[src/rtl/codir_rx_pkg.sv]
package codir_rx_pkg;
  typedef enum logic [1:0] {
    SY_HUNT    = 2'd0,
    SY_CONFIRM = 2'd1,
    SY_LOCK    = 2'd2
  } sync_state_e;
endpackage

[src/rtl/codir_clk_recover.sv]
// Half-bit timing recovery: synchronise both pulse lines, restart a
// divide-by-DIV counter on each falling edge, sample polarity once per slot.
module codir_clk_recover #(
  parameter int DIV         = 16,
  parameter int SAMPLE_AT   = 4,
  parameter int SYNC_STAGES = 2
) (
  input  logic clk,
  input  logic rst_n,
  input  logic line_pos_n,
  input  logic line_neg_n,
  output logic rec_clk,
  output logic sym_stb,
  output logic sym_pol
);
  localparam int CW = $clog2(DIV);
  localparam logic [CW-1:0] CNT_LAST = CW'(DIV - 1);
  localparam logic [CW-1:0] CNT_SAMP = CW'(SAMPLE_AT);
  localparam logic [CW-1:0] CNT_HALF = CW'(DIV / 2);

  logic [SYNC_STAGES-1:0] pos_sync_q, neg_sync_q;
  logic pos_s, neg_s, pos_d_q, neg_d_q, fall_edge;
  logic [CW-1:0] cnt_q, cnt_nxt;
  logic stb_nxt, pol_nxt;

  assign pos_s     = pos_sync_q[SYNC_STAGES-1];
  assign neg_s     = neg_sync_q[SYNC_STAGES-1];
  assign fall_edge = (pos_d_q & ~pos_s) | (neg_d_q & ~neg_s);

  always_comb begin
    if (fall_edge)              cnt_nxt = '0;
    else if (cnt_q == CNT_LAST) cnt_nxt = '0;
    else                        cnt_nxt = cnt_q + 1'b1;
    stb_nxt = (cnt_q == CNT_SAMP) && (pos_s ^ neg_s);
    pol_nxt = ~pos_s;
  end

  always_ff @(posedge clk or negedge rst_n) begin
    if (!rst_n) begin
      pos_sync_q <= '1;
      neg_sync_q <= '1;
      pos_d_q    <= 1'b1;
      neg_d_q    <= 1'b1;
      cnt_q      <= '0;
      sym_stb    <= 1'b0;
      sym_pol    <= 1'b0;
    end else begin
      pos_sync_q <= SYNC_STAGES'({pos_sync_q, line_pos_n});
      neg_sync_q <= SYNC_STAGES'({neg_sync_q, line_neg_n});
      pos_d_q    <= pos_s;
      neg_d_q    <= neg_s;
      cnt_q      <= cnt_nxt;
      sym_stb    <= stb_nxt;
      if (stb_nxt) sym_pol <= pol_nxt;
    end
  end

  assign rec_clk = (cnt_q < CNT_HALF);

  // a symbol is always taken in the high half of the recovered clock
  p_strobe_in_high_r2: assert property (@(posedge clk) disable iff (!rst_n)
    sym_stb |-> rec_clk);
  // one symbol per slot, never two strobes back to back
  p_strobe_single_r3: assert property (@(posedge clk) disable iff (!rst_n)
    sym_stb |=> !sym_stb);
endmodule

[src/rtl/codir_octet_sync.sv]
// Violation detection, octet alignment state machine and bit packing.
module codir_octet_sync
  import codir_rx_pkg::*;
#(
  parameter int OCT_BITS  = 8,
  parameter int LOCK_HITS = 3,
  parameter int MISS_LIM  = 3
) (
  input  logic                clk,
  input  logic                rst_n,
  input  logic                sym_stb,
  input  logic                sym_pol,
  output logic [OCT_BITS-1:0] octet_data,
  output logic                octet_vld,
  output logic                viol_alarm
);
  localparam int SLOTS = 2 * OCT_BITS;
  localparam int PW    = $clog2(SLOTS);
  localparam int HW    = $clog2(LOCK_HITS + 1);
  localparam int MW    = $clog2(MISS_LIM + 1);
  localparam int SH_W  = OCT_BITS - 1;
  localparam logic [PW-1:0] LAST_SLOT = PW'(SLOTS - 1);
  localparam logic [HW-1:0] HIT_FULL  = HW'(LOCK_HITS - 1);
  localparam logic [MW-1:0] MISS_FULL = MW'(MISS_LIM - 1);

  sync_state_e state_q, state_nxt;
  logic [PW-1:0] pos_q, pos_nxt;
  logic [HW-1:0] hits_q, hits_nxt;
  logic [MW-1:0] miss_q, miss_nxt;
  logic [SH_W-1:0] sh_q, sh_nxt;
  logic [OCT_BITS-1:0] data_nxt;
  logic have_prev_q, last_pol_q, vld_nxt, alarm_nxt, same;

  // equal polarity with the previous symbol
  assign same = have_prev_q && (sym_pol == last_pol_q);

  always_comb begin
    state_nxt = state_q;
    pos_nxt   = pos_q;
    hits_nxt  = hits_q;
    miss_nxt  = miss_q;
    sh_nxt    = sh_q;
    data_nxt  = octet_data;
    alarm_nxt = viol_alarm;
    vld_nxt   = 1'b0;
    if (sym_stb) begin
      pos_nxt = (pos_q == LAST_SLOT) ? '0 : pos_q + 1'b1;
      if (pos_q[0]) sh_nxt = SH_W'({sh_q, same});
      if (pos_q == LAST_SLOT && state_q == SY_LOCK) begin
        data_nxt = {sh_q, same};
        vld_nxt  = 1'b1;
      end
      unique case (state_q)
        SY_HUNT: if (same) begin
          state_nxt = SY_CONFIRM;
          pos_nxt   = PW'(1);
          hits_nxt  = HW'(1);
        end
        SY_CONFIRM: if (pos_q == '0) begin
          if (!same) state_nxt = SY_HUNT;
          else if (hits_q == HIT_FULL) begin
            state_nxt = SY_LOCK;
            miss_nxt  = '0;
            alarm_nxt = 1'b0;
          end else hits_nxt = hits_q + 1'b1;
        end
        SY_LOCK: if (pos_q == '0) begin
          if (same) miss_nxt = '0;
          else if (miss_q == MISS_FULL) begin
            state_nxt = SY_HUNT;
            alarm_nxt = 1'b1;
          end else miss_nxt = miss_q + 1'b1;
        end
        default: state_nxt = SY_HUNT;
      endcase
    end
  end

  always_ff @(posedge clk or negedge rst_n) begin
    if (!rst_n) begin
      state_q     <= SY_HUNT;
      pos_q       <= '0;
      hits_q      <= '0;
      miss_q      <= '0;
      sh_q        <= '0;
      have_prev_q <= 1'b0;
      last_pol_q  <= 1'b0;
      octet_data  <= '0;
      octet_vld   <= 1'b0;
      viol_alarm  <= 1'b1;
    end else begin
      octet_vld <= vld_nxt;
      if (sym_stb) begin
        state_q     <= state_nxt;
        pos_q       <= pos_nxt;
        hits_q      <= hits_nxt;
        miss_q      <= miss_nxt;
        sh_q        <= sh_nxt;
        have_prev_q <= 1'b1;
        last_pol_q  <= sym_pol;
        octet_data  <= data_nxt;
        viol_alarm  <= alarm_nxt;
      end
    end
  end

  // alignment is only ever gained on a symbol that repeats polarity
  p_lock_on_repeat_r5: assert property (@(posedge clk) disable iff (!rst_n)
    $fell(viol_alarm) |-> $past(sym_stb && same));
  // alignment is only ever lost on a boundary without a repeat
  p_loss_on_miss_r6: assert property (@(posedge clk) disable iff (!rst_n)
    $rose(viol_alarm) |-> $past(sym_stb && !same));
  // the miss count never reaches the loss limit while held
  p_miss_bounded_r6: assert property (@(posedge clk) disable iff (!rst_n)
    miss_q < MW'(MISS_LIM));
  // octets only while aligned
  p_vld_when_locked_r4: assert property (@(posedge clk) disable iff (!rst_n)
    octet_vld |-> !viol_alarm);
  // the strobe lasts one cycle
  p_vld_pulse_r4: assert property (@(posedge clk) disable iff (!rst_n)
    octet_vld |=> !octet_vld);
endmodule

[src/rtl/codir_rx_decoder.sv]
module codir_rx_decoder #(
  parameter int DIV         = 16,
  parameter int SAMPLE_AT   = 4,
  parameter int SYNC_STAGES = 2,
  parameter int OCT_BITS    = 8,
  parameter int LOCK_HITS   = 3,
  parameter int MISS_LIM    = 3
) (
  input  logic                clk,
  input  logic                rst_n,
  input  logic                line_pos_n,
  input  logic                line_neg_n,
  output logic                rec_clk,
  output logic [OCT_BITS-1:0] octet_data,
  output logic                octet_vld,
  output logic                viol_alarm
);
  logic [1:0] rst_pipe_q;
  logic core_rst_n, sym_stb, sym_pol;

  // assert asynchronously, release on the clock
  always_ff @(posedge clk or negedge rst_n) begin
    if (!rst_n) rst_pipe_q <= '0;
    else        rst_pipe_q <= {rst_pipe_q[0], 1'b1};
  end
  assign core_rst_n = rst_pipe_q[1];

  codir_clk_recover #(
    .DIV(DIV), .SAMPLE_AT(SAMPLE_AT), .SYNC_STAGES(SYNC_STAGES)
  ) recover_i (
    .clk(clk), .rst_n(core_rst_n),
    .line_pos_n(line_pos_n), .line_neg_n(line_neg_n),
    .rec_clk(rec_clk), .sym_stb(sym_stb), .sym_pol(sym_pol)
  );

  codir_octet_sync #(
    .OCT_BITS(OCT_BITS), .LOCK_HITS(LOCK_HITS), .MISS_LIM(MISS_LIM)
  ) sync_i (
    .clk(clk), .rst_n(core_rst_n),
    .sym_stb(sym_stb), .sym_pol(sym_pol),
    .octet_data(octet_data), .octet_vld(octet_vld), .viol_alarm(viol_alarm)
  );
endmodule

[config.mk]
export PLATFORM = sky130hd
export DESIGN_NAME = codir_rx_decoder
export DESIGN_NICKNAME = d
export VERILOG_FILES = /design/src/rtl/codir_rx_pkg.sv /design/src/rtl/codir_clk_recover.sv /design/src/rtl/codir_octet_sync.sv /design/src/rtl/codir_rx_decoder.sv
export SDC_FILE = /design/constraint.sdc
export NUM_CORES = 1
export LEC_CHECK = 0
export ABC_AREA = 1
export BUFFER_PORTS_ARGS = -buffer_cell sky130_fd_sc_hd__buf_2
export CAP_MARGIN = 40
export CELL_PAD_IN_SITES_DETAIL_PLACEMENT = 1
export CELL_PAD_IN_SITES_GLOBAL_PLACEMENT = 1
export CORE_ASPECT_RATIO = 2
export CORE_MARGIN = 5
export CORE_UTILIZATION = 41
export DETAILED_ROUTE_END_ITERATION = 7
export PLACE_DENSITY_LB_ADDON = 0.1
export SETUP_SLACK_MARGIN = 0.4
export SKIP_LAST_GASP = 1
export SLEW_MARGIN = 0
export SYNTH_ARGS = -nofsm -noshare
export SYNTH_HDL_FRONTEND = slang
export SYNTH_SLANG_ARGS = --single-unit
[constraint.sdc]
create_clock -name clk -period 1.2 [get_ports clk]
set_input_delay 0.24 -clock clk [delete_from_list [all_inputs] [get_ports clk]]
set_output_delay 0.24 -clock clk [all_outputs]
set_load 0.01 [all_outputs]
==> results of run 1 <==
[where the power goes]
part / internal (mW) / switching, mW
combinational: 0.836 / 1.05
sequential: 1.64 / 0.203
clock: 0.621 / 0.505
total: 3.09 / 1.76
[cell usage after synthesis]
cell	instances	area (um2)
conb_1	1	3.75
mux2i_1	1	10.0
nand3_2	1	10.0
nand2_1	59	221
nor3_1	1	5.00
ha_1	12	150
nand2_2	2	12.5
buf_2	2	10.0
mux2_2	4	45.0
o21ai_2	2	17.5
nor3b_1	2	15.0
or2_2	1	6.26
inv_1	27	101
nor2_1	15	56.3
inv_2	1	3.75
nor2_2	2	12.5
o211ai_1	1	7.51
inv_4	1	6.26
nand3b_1	1	7.51
o21ai_0	8	40.0
a21oi_1	5	25.0
nand3_4	1	17.5
nor3_4	1	16.3
nand3_1	14	70.1
dfstp_2	7	184
dfrtp_1	36	901
o22ai_1	1	6.26
xor2_1	1	8.76
o21ai_1	3	15.0
nand4_1	2	12.5
[worst max path at each step]
stage	slack [ns]	from	depth (start not counted)	to
after floorplan	-0.13	sync_i.state_q[0]$_DFFE_PN0P_	10	sync_i.state_q[0]$_DFFE_PN0P_
after global placement	-0.31	sync_i.state_q[0]$_DFFE_PN0P_	10	sync_i.state_q[0]$_DFFE_PN0P_
after detailed placement	-0.35	sync_i.state_q[0]$_DFFE_PN0P_	10	sync_i.state_q[0]$_DFFE_PN0P_
after CTS	-0.23	sync_i.state_q[1]$_DFFE_PN0P_	10	sync_i.state_q[0]$_DFFE_PN0P_
after global routing	-0.34	sync_i.pos_q[0]$_DFFE_PN0P_	6	sync_i.octet_data[7]$_DFFE_PN0P_
final	-0.24	sync_i.state_q[0]$_DFFE_PN0P_	9	sync_i.miss_q[0]$_DFFE_PN0P_
[state kept, by name, indices dropped and copies added, names as in the netlist, 2 cells and up]
register	count
sync_i.state_q	2
sync_i.hits_q	2
recover_i.pos_sync_q	2
sync_i.octet_data	8
recover_i.cnt_q	4
sync_i.sh_q	7
rst_pipe_q	2
recover_i.neg_sync_q	2
sync_i.pos_q	4
sync_i.miss_q	2
[worst max-delay path, delay by kind of cell, from the launching register on]
family	cells	cell delay (ns)
DFF	1	0.47
and+or+nand+nor	4	0.32
buffers and inverters	3	0.26
adders and majority gates	1	0.17
AOI/OAI and AO/OA	1	0.11
[cell usage in the layout (no fill, tap or decap), types with 3 or more instances in the layout]
cell      instances
nor2_4            5
nor2_2            3
nand3_1          11
dfstp_2           7
ha_2              4
nand3_2           3
nor2_1            9
clkbuf_8          5
inv_1            17
ha_4              6
buf_4            26
buf_2            11
o21ai_2           6
mux2_4            4
dfrtp_1          33
dfrtp_2           3
a21oi_2           4
nand2_1          47
nand2_2          13
inv_2             9
o21ai_1           6
buf_6            11
[repair_timing]
action / CTS / global route
gates resized for setup: 55 / 22
hold buffers: 1 / 0
endpoints found under the setup margin: 46 / 46
buffers inserted: 13 / 3
endpoints found under the hold margin: 2 / 0
pin swaps: 13 / 11
[metal layers]
metal	wire length (um)	GRT usage (%)	vias up
met5	0	0	-
met4	144	8.43	0
met3	98	2.49	11
met2	3360	37.1	20
met1	1700	15.7	841
li1	-	-	785
[kinds of logic (layout without fill, tap and decap cells)]
kind of cell	after synthesis	in the layout	synth area share, %
simple gates	102	102	23.2
mux	5	5	2.76
other cells	1	1	0.188
xor+xnor	1	1	0.438
fa+ha+maj	12	12	7.51
compound gates	20	20	5.57
buf+inv	31	87	6.07
flops	43	43	54.3
[through the flow]
| stage | power, mW | instance area (um2) | setup TNS [ns] | utilization (%) |
|---|---|---|---|---|
| after floorplan | 2.65 | 2060 | -1.65 | - |
| after global placement | 3.09 | 2330 | -2.53 | 48.4 |
| after detailed placement | 3.19 | 2330 | -3.43 | 48.4 |
| after CTS | 4.73 | 2740 | -3.02 | 56.7 |
| after global routing | 5.12 | 2860 | -5.36 | 59.3 |
| final | 4.85 | 2860 | -3.34 | 59.3 |
[final cells by class]
type                       instances  area [um2]  area share, %
multi-input combinational        141        1070           37.4
inverter                          29         119           4.16
sequential                        43        1090           38.1
timing repair buffer              50         399           14.0
tap                               57        71.3           2.50
clock buffer                       6        72.6           2.54
clock inverter                     2        37.5           1.31
==> summary.txt, run 1 <==
pwr dens -> 1700 nW/um2
Slew Viols, Final -> 0
LEAKAGE -> 1.35 nW
Crit path top cell by count -> nand2_1
R2R depth -> 9
fmax -> 696 MHz
post-route insts no fill -> 328
TritonCTS clock tree -> done
Min Hold Slack -> 0.0384 ns
worst setup margin -> -0.236 ns
FF-to-FF End -> sync_i.miss_q[0]$_DFFE_PN0P_
core area -> 4820 um2
total die area -> 6450 um2
GRT Overall Usage -> 18.1%
syn_nets -> 231
Starting Density -> 41.5%
Clk pin slew, worst setup/hold paths -> 0.08 ns
total grt overflow -> 0
pre-CTS WS -> -0.347 ns
Via density -> 5.05
FF+latch count, synth -> 43
cell count after placement -> 303
Worst EP arrival -> 1.63 ns
Layout area overhead -> 43.0%
failing checks -> setup timing
Clock Sinks -> 43
# setup viols final -> 20
post-synth cell types -> 30
number of remaining DRC errors -> 0
Mapped Cells -> 215
final count of hold timing violations -> 0
initial antenna violation count -> 0
Max stage delay cell, worst path -> dfrtp_2
Cell Rows -> 36
CTS root buf -> clkbuf_8
worst vdd ir -> 1.14 mV
yosys warns -> 0
CP max FO -> 4
pin count of the biggest net entering global routing -> 26
Critical Path End Type -> flop
Routed Antenna Nets -> 0
RSZ-0062 raised after global routing -> true
clk_lat worst skew -> 0.29 ns
Die Ht -> 109 um
CP Class -> flop to flop
layout cells sized above 1 -> 49.4%
Mapped Avg Cell Area -> 9.29 um2
HPWL Detailed -> 3740 um
Die Wd -> 59.4 um
outcome -> finished with violations
n_diodes -> 0
reg2reg start -> sync_i.state_q[0]$_DFFE_PN0P_
Worst Min Path Start -> line_pos_n
Syn Std Cell Area -> 2000 um2
drt total wl -> 5300 um
WHS Endpoint -> recover_i.pos_sync_q[0]$_DFF_PN1_
CTS buffer count -> 5
clk_skew -> 0.00359 ns
Wirelength per Cell -> 16.2 um
io pins -> 15
CP Cell Sequence -> inv_4 -> ha_4 -> inv_2 -> a21oi_2 -> nand2_1 -> nor2_4 -> inv_1 -> nand2_1 -> nand2_1
CP required -> 1.39 ns
maxcap violations -> 0
vias -> 1,657
post-layout minimum cycle time -> 1.44 ns
R2R Setup Slk -> -0.24 ns
H-tree levels -> 2
DR pass1 iterations -> 3
fill cell count -> 542
RD Place Congestion -> 0.903
hold path depth -> 1
HP Class -> primary input to flop
DR iter-0 viols -> 27
Tcrit/Tclk final -> 120%
Worst Setup Start Kind -> flop
first-pass GRT wire length -> 8680 um
I/O Buffers -> 14
number of global-route vias before repair -> 1,923
sequential share of the synthesized area -> 54.3%
CTS max path bufs -> 2
crit-path max cell delay -> 0.47 ns
Layout Nets -> 286
Power figures use the tool's default switching activity.
==> inputs of run 2 (changes only) <==
--- a/config.mk
+++ b/config.mk
@@ -6,7 +6,7 @@
 export NUM_CORES = 1
 export LEC_CHECK = 0
 export ABC_AREA = 1
-export BUFFER_PORTS_ARGS = -buffer_cell sky130_fd_sc_hd__buf_2
+export BUFFER_PORTS_ARGS = -buffer_cell sky130_fd_sc_hd__buf_4
 export CAP_MARGIN = 40
 export CELL_PAD_IN_SITES_DETAIL_PLACEMENT = 1
 export CELL_PAD_IN_SITES_GLOBAL_PLACEMENT = 1
==> constraint.sdc (replaced) <==
create_clock -name clk -period 1.2 [get_ports clk]
set_input_delay 0.12 -clock clk [delete_from_list [all_inputs] [get_ports clk]]
set_output_delay 0.12 -clock clk [all_outputs]
set_load 0.01 [all_outputs]
==> summary.txt, run 2 (same netlist as run 1, synthesis figures left out) <==
max FFs per register -> 8
Clk pin slew, worst setup/hold paths -> 0.09 ns
HP Class -> primary input to async pin
DR iter-0 viols -> 30
n_diodes -> 0
GRT Overall Usage -> 18.9%
Die Ht -> 109 um
Clock Sinks -> 43
Slew Viols, Final -> 0
Layout area overhead -> 50.7%
power after layout -> 5.00 mW
vias -> 1,740
pin count of the biggest net entering global routing -> 26
HPWL Detailed -> 3790 um
Largest delay share family, worst path -> flip-flops
DR pass1 iterations -> 4
met2 usage -> 38.0%
CP Cell Sequence -> inv_4 -> ha_4 -> inv_2 -> nor2_2 -> inv_1 -> nand2_2 -> buf_4 -> inv_1 -> nand3_1 -> nand2_1 -> nand2_1
CTS root buf -> clkbuf_8
pwr dens -> 1660 nW/um2
post-route insts no fill -> 342
CTS max path bufs -> 2
Min Hold Slack -> 0.129 ns
most frequent cells in the layout -> nand2_1, buf_4, dfrtp_1
io pins -> 15
Starting Density -> 41.5%
WP buf/inv -> 5
Worst Setup Start Kind -> flop
CTS buffer count -> 5
fill cell count -> 532
TritonCTS clock tree -> done
most common cell after layout, fill and taps aside -> nand2_1
H-tree levels -> 2
CP Class -> flop to flop
Die Wd -> 59.4 um
met3 Usage GRT -> 2.49%
total die area -> 6450 um2
worst setup path start -> sync_i.state_q[0]$_DFFE_PN0P_
top flop regs -> sync_i.octet_data: 8 flops, sync_i.sh_q: 7 flops
outcome -> finished with violations
clk_skew -> 0.0115 ns
initial antenna violation count -> 0
post-layout minimum cycle time -> 1.47 ns
final count of hold timing violations -> 0
met1 Track Usage GR -> 17.9%
# setup viols final -> 24
GRT busiest layer -> met2
core area -> 4820 um2
LEAKAGE -> 1.43 nW
Wirelength per Cell -> 16.9 um
drt total wl -> 5780 um
Cell Rows -> 36
number of global-route vias before repair -> 1,974
worst vdd ir -> 1.11 mV
layout cells sized above 1 -> 51.2%
Layout Nets -> 300
maxcap violations -> 0
I/O Buffers -> 14
Critical Path End Type -> flop
first-pass GRT wire length -> 9050 um
number of remaining DRC errors -> 0
RSZ-0062 raised after global routing -> true
Via density -> 5.09
RD Place Congestion -> 0.876
total grt overflow -> 0
CP required -> 1.45 ns
cell count after placement -> 303
Routed Antenna Nets -> 0
worst setup margin -> -0.266 ns
setup TNS -> -4.04 ns
fmax -> 682 MHz
clk_lat worst skew -> 0.30 ns
Max stage delay cell, worst path -> dfrtp_2
Biggest register -> sync_i.octet_data
crit-path max cell delay -> 0.48 ns
failing checks -> setup timing
Tcrit/Tclk final -> 122%
Worst EP arrival -> 1.72 ns
CP max FO -> 4
reg2reg start -> sync_i.state_q[0]$_DFFE_PN0P_
run 2: changes by cell type in the layout (fill, tap and decap cells not counted), moves of 2 or more:
cell	delta
buf_6	+11
nand2_2	+4
buf_4	+13
ha_1	+2
ha_4	-2
buf_2	-11
nand2_1	-4
inv_2	-2
dlygate4sd3_1	+2
run 2: path summary, 6_finish.rpt:
kind	end	slack (ns)	depth (start not counted)
setup / recovery	sync_i.viol_alarm$_DFFE_PN1P_	-0.27	11
hold / removal	rst_pipe_q[0]$_DFF_PN0_	0.13	2
setup reg to reg	sync_i.viol_alarm$_DFFE_PN1P_	-0.27	11
hold reg to reg	sync_i.have_prev_q$_DFFE_PN0P_	0.21	1
max in group asynchronous	sync_i.viol_alarm$_DFFE_PN1P_	0.64	1
min in group clk	recover_i.neg_sync_q[1]$_DFF_PN1_	0.36	0
run 2: final cells by class:
type | instances | area (um2) | area share [%]
well taps | 57 | 71.3 | 2.37
flip-flops and latches | 43 | 1090 | 36.1
clock inverters | 1 | 30.0 | 0.997
inverters | 29 | 121 | 4.03
repair buffers | 64 | 571 | 18.9
clock buffers | 7 | 76.3 | 2.53
multi-input cells | 141 | 1050 | 35.0
run 2: per-stage QoR:
stage	cell area, um2	utilization, %	worst slack, ns
after detailed placement	2370	49.1	-0.385
final	3010	62.5	-0.266
after global routing	3010	62.5	-0.346
after floorplan	2060	-	-0.128
after global placement	2370	49.1	-0.331
after CTS	2810	58.3	-0.228
run 2: layer usage:
layer,wire length (um),up-vias
li1,-,816
met1,1950,886
met2,3590,24
met3,103,14
met4,144,0
met5,0,-
run 2: timing repair:
action	4_1_cts	5_1_grt
setup buffers	15	13
setup endpoints to repair	46	46
gates cloned	0	0
pin swaps	14	12
hold buffers	3	0
resized for setup	58	29
hold endpoints to repair	4	0
run 2: report_power, final:
part / switching [mW] / internal, mW
registers: 0.204 / 1.64
logic: 1.10 / 0.925
clock network: 0.506 / 0.623
==> inputs of run 3 (changes only) <==
--- a/config.mk
+++ b/config.mk
@@ -5,14 +5,13 @@
 export SDC_FILE = /design/constraint.sdc
 export NUM_CORES = 1
 export LEC_CHECK = 0
-export ABC_AREA = 1
 export BUFFER_PORTS_ARGS = -buffer_cell sky130_fd_sc_hd__buf_4
 export CAP_MARGIN = 40
 export CELL_PAD_IN_SITES_DETAIL_PLACEMENT = 1
 export CELL_PAD_IN_SITES_GLOBAL_PLACEMENT = 1
 export CORE_ASPECT_RATIO = 2
 export CORE_MARGIN = 5
-export CORE_UTILIZATION = 41
+export CORE_UTILIZATION = 43
 export DETAILED_ROUTE_END_ITERATION = 7
 export PLACE_DENSITY_LB_ADDON = 0.1
 export SETUP_SLACK_MARGIN = 0.4
==> summary.txt, run 3 <==
EDFF count, synth -> 0
top flop regs -> sync_i.octet_data: 8 flops, sync_i.sh_q: 7 flops
sw frac -> 34.8%
CTS root buf -> clkbuf_8
Layout Nets -> 248
Commonest cells post-synth -> dfrtp_1, inv_1, nand2_1
Routed Antenna Nets -> 0
H-tree levels -> 2
Clock Sinks -> 43
layout cells sized above 1 -> 62.7%
io pins -> 15
number of global-route vias before repair -> 1,829
TritonCTS clock tree -> done
yosys warns -> 0
vias -> 1,565
outcome -> finished with violations
clk_lat worst skew -> 0.30 ns
Min Hold Slack -> 0.142 ns
Critical Path End Type -> flop
Die Ht -> 104 um
Layout area overhead -> 56.1%
pwr dens -> 1520 nW/um2
HP Class -> primary input to async pin
first-pass GRT wire length -> 9030 um
drt total wl -> 6740 um
CP Class -> flop to flop
Max stage delay cell, worst path -> dfrtp_1
Via density -> 5.45
total die area -> 5960 um2
LEAKAGE -> 1.34 nW
worst setup margin -> -0.696 ns
Cell Rows -> 34
Clk pwr share -> 20.0%
initial antenna violation count -> 0
pin count of the biggest net entering global routing -> 42
Flop pwr share -> 39.2%
post-layout minimum cycle time -> 1.90 ns
Mapped Avg Cell Area -> 11.9 um2
failing checks -> setup timing
Gate power share -> 40.8%
Tcrit/Tclk final -> 158%
core area -> 4340 um2
CP max FO -> 2
n_diodes -> 0
Starting Density -> 44.1%
post-synth cell types -> 35
Worst Setup Start Kind -> flop
max FFs per register -> 8
fmax -> 527 MHz
I/O Buffers -> 14
Largest delay share family, worst path -> flip-flops
Biggest register -> sync_i.octet_data
ys flop type -> dfrtp_1
Syn Std Cell Area -> 1910 um2
total grt overflow -> 0
Synth top area share -> 47.1%
WP buf/inv -> 2
most frequent cells in the layout -> buf_4, dfrtp_1, buf_6
Wirelength per Cell -> 23.5 um
CTS max path bufs -> 2
Slew Viols, Final -> 0
Sw Pwr -> 1.58 mW
number of remaining DRC errors -> 0
Worst EP arrival -> 2.08 ns
Mapped Cells -> 161
count leader, synth -> dfrtp_1
RD Place Congestion -> 0.798
Post-synth ARST share -> 100%
DR pass1 iterations -> 4
CP required -> 1.39 ns
DR iter-0 viols -> 40
final count of hold timing violations -> 0
CP Cell Sequence -> inv_2 -> ha_4 -> nor3b_4 -> o21ai_2 -> buf_4 -> a21oi_4 -> o2111ai_2 -> mux2_4
# setup viols final -> 26
HPWL Detailed -> 3380 um
syn_nets -> 177
clk_skew -> 0.00671 ns
sequential share of the synthesized area -> 56.7%
Clk pin slew, worst setup/hold paths -> 0.08 ns
worst vdd ir -> 1.33 mV
Internal Power -> 2.95 mW
maxcap violations -> 0
RSZ-0062 raised after global routing -> true
Final Util -> 68.8%
most common cell after layout, fill and taps aside -> buf_4
GRT Overall Usage -> 20.3%
cell accounting for the most synthesized area -> dfrtp_1
crit-path max cell delay -> 0.42 ns
FF+latch count, synth -> 43
Area contributors post-synth -> dfrtp_1, dfstp_2, mux2_2
CTS buffer count -> 5
Die Wd -> 57.2 um
==> run 3: cell count changes after synthesis, sizes merged, moves of 3 or more <==
cell and delta:
a21o +3, a41oi +3, clkbuf +3, inv -13, mux2 +11, nand2 -45, nand3 -13, nor2 -13
o21ai -3, xnor2 +3
==> run 3: layout make-up <==
class,count,area [um2]
Clock buffer,8,80.1
Fill cell,423,1350
Inverter,16,62.6
Multi-Input combinational cell,100,1080
Sequential cell,43,1090
Tap cell,54,67.6
Timing Repair Buffer,66,602
==> run 3: path summary, 6_finish.rpt <==
kind | from | to | slack, ns | depth (start not counted)
max in group asynchronous | rst_pipe_q[1]$_DFF_PN0_ | recover_i.pos_sync_q[1]$_DFF_PN1_ | 0.66 | 1
setup / recovery | sync_i.pos_q[0]$_DFFE_PN0P_ | sync_i.state_q[0]$_DFFE_PN0P_ | -0.70 | 8
setup reg to reg | sync_i.pos_q[0]$_DFFE_PN0P_ | sync_i.state_q[0]$_DFFE_PN0P_ | -0.70 | 8
hold / removal | rst_n | rst_pipe_q[0]$_DFF_PN0_ | 0.14 | 2
min in group clk | recover_i.neg_sync_q[0]$_DFF_PN1_ | recover_i.neg_sync_q[1]$_DFF_PN1_ | 0.36 | 0
hold reg to reg | rst_pipe_q[1]$_DFF_PN0_ | sync_i.octet_data[5]$_DFFE_PN0P_ | 0.26 | 1
==> run 3: logic make-up (layout without fill, tap and decap cells) <==
logic type	Yosys count	after routing	share of synthesized area, %
multiplexers	17	17	9.88
flip-flops	43	43	56.7
buffers and inverters	19	90	3.73
AO/OA/AOI/OAI	33	33	11.9
adder cells (fa/ha/maj)	12	12	7.85
other	1	1	0.196
XOR/XNOR	3	3	1.37
AND/OR/NAND/NOR	33	34	8.37
==> run 3: through the flow <==
step           cells  setup slack (ns)  setup TNS, ns  power, mW  area [um2]
4_1_cts          282            -0.579          -7.21       4.14        2830
3_5_place_dp     254            -0.615          -9.20       2.85        2330
2_1_floorplan    161            -0.444          -5.73       2.29        1950
6_report         287            -0.696         -10.23       4.53        2990
5_1_grt          287            -0.740         -10.89       4.73        2990
3_3_place_gp     254            -0.453          -7.36       2.77        2330
==> run 3: power groups by stage <==
stage / Clock, mW / Combinational, mW / Sequential [mW]
final: 0.906 / 1.85 / 1.77
after global routing: 0.990 / 1.96 / 1.78
after CTS: 0.906 / 1.51 / 1.73
after detailed placement: 0 / 1.13 / 1.73
after global placement: 0 / 1.06 / 1.71
after floorplan: 0 / 0.560 / 1.73
==> run 3: metal layers <==
metal	vias to the layer above	global-route usage (%)	part of all wire [%]
met1	796	18.5	33
met4	0	11.1	5.2
met2	45	39.7	59
li1	701	-	-
met3	23	3.11	2.2
met5	-	0	0
==> run 3: what timing repair did <==
| action | 4_1_cts | 5_1_grt |
|---|---|---|
| hold endpoints to repair | 4 | 0 |
| pin swaps | 14 | 5 |
| hold buffers | 3 | 0 |
| gates cloned | 1 | 0 |
| buffers inserted | 16 | 5 |
| resized for setup | 67 | 24 |
| endpoints found under the setup margin | 46 | 46 |
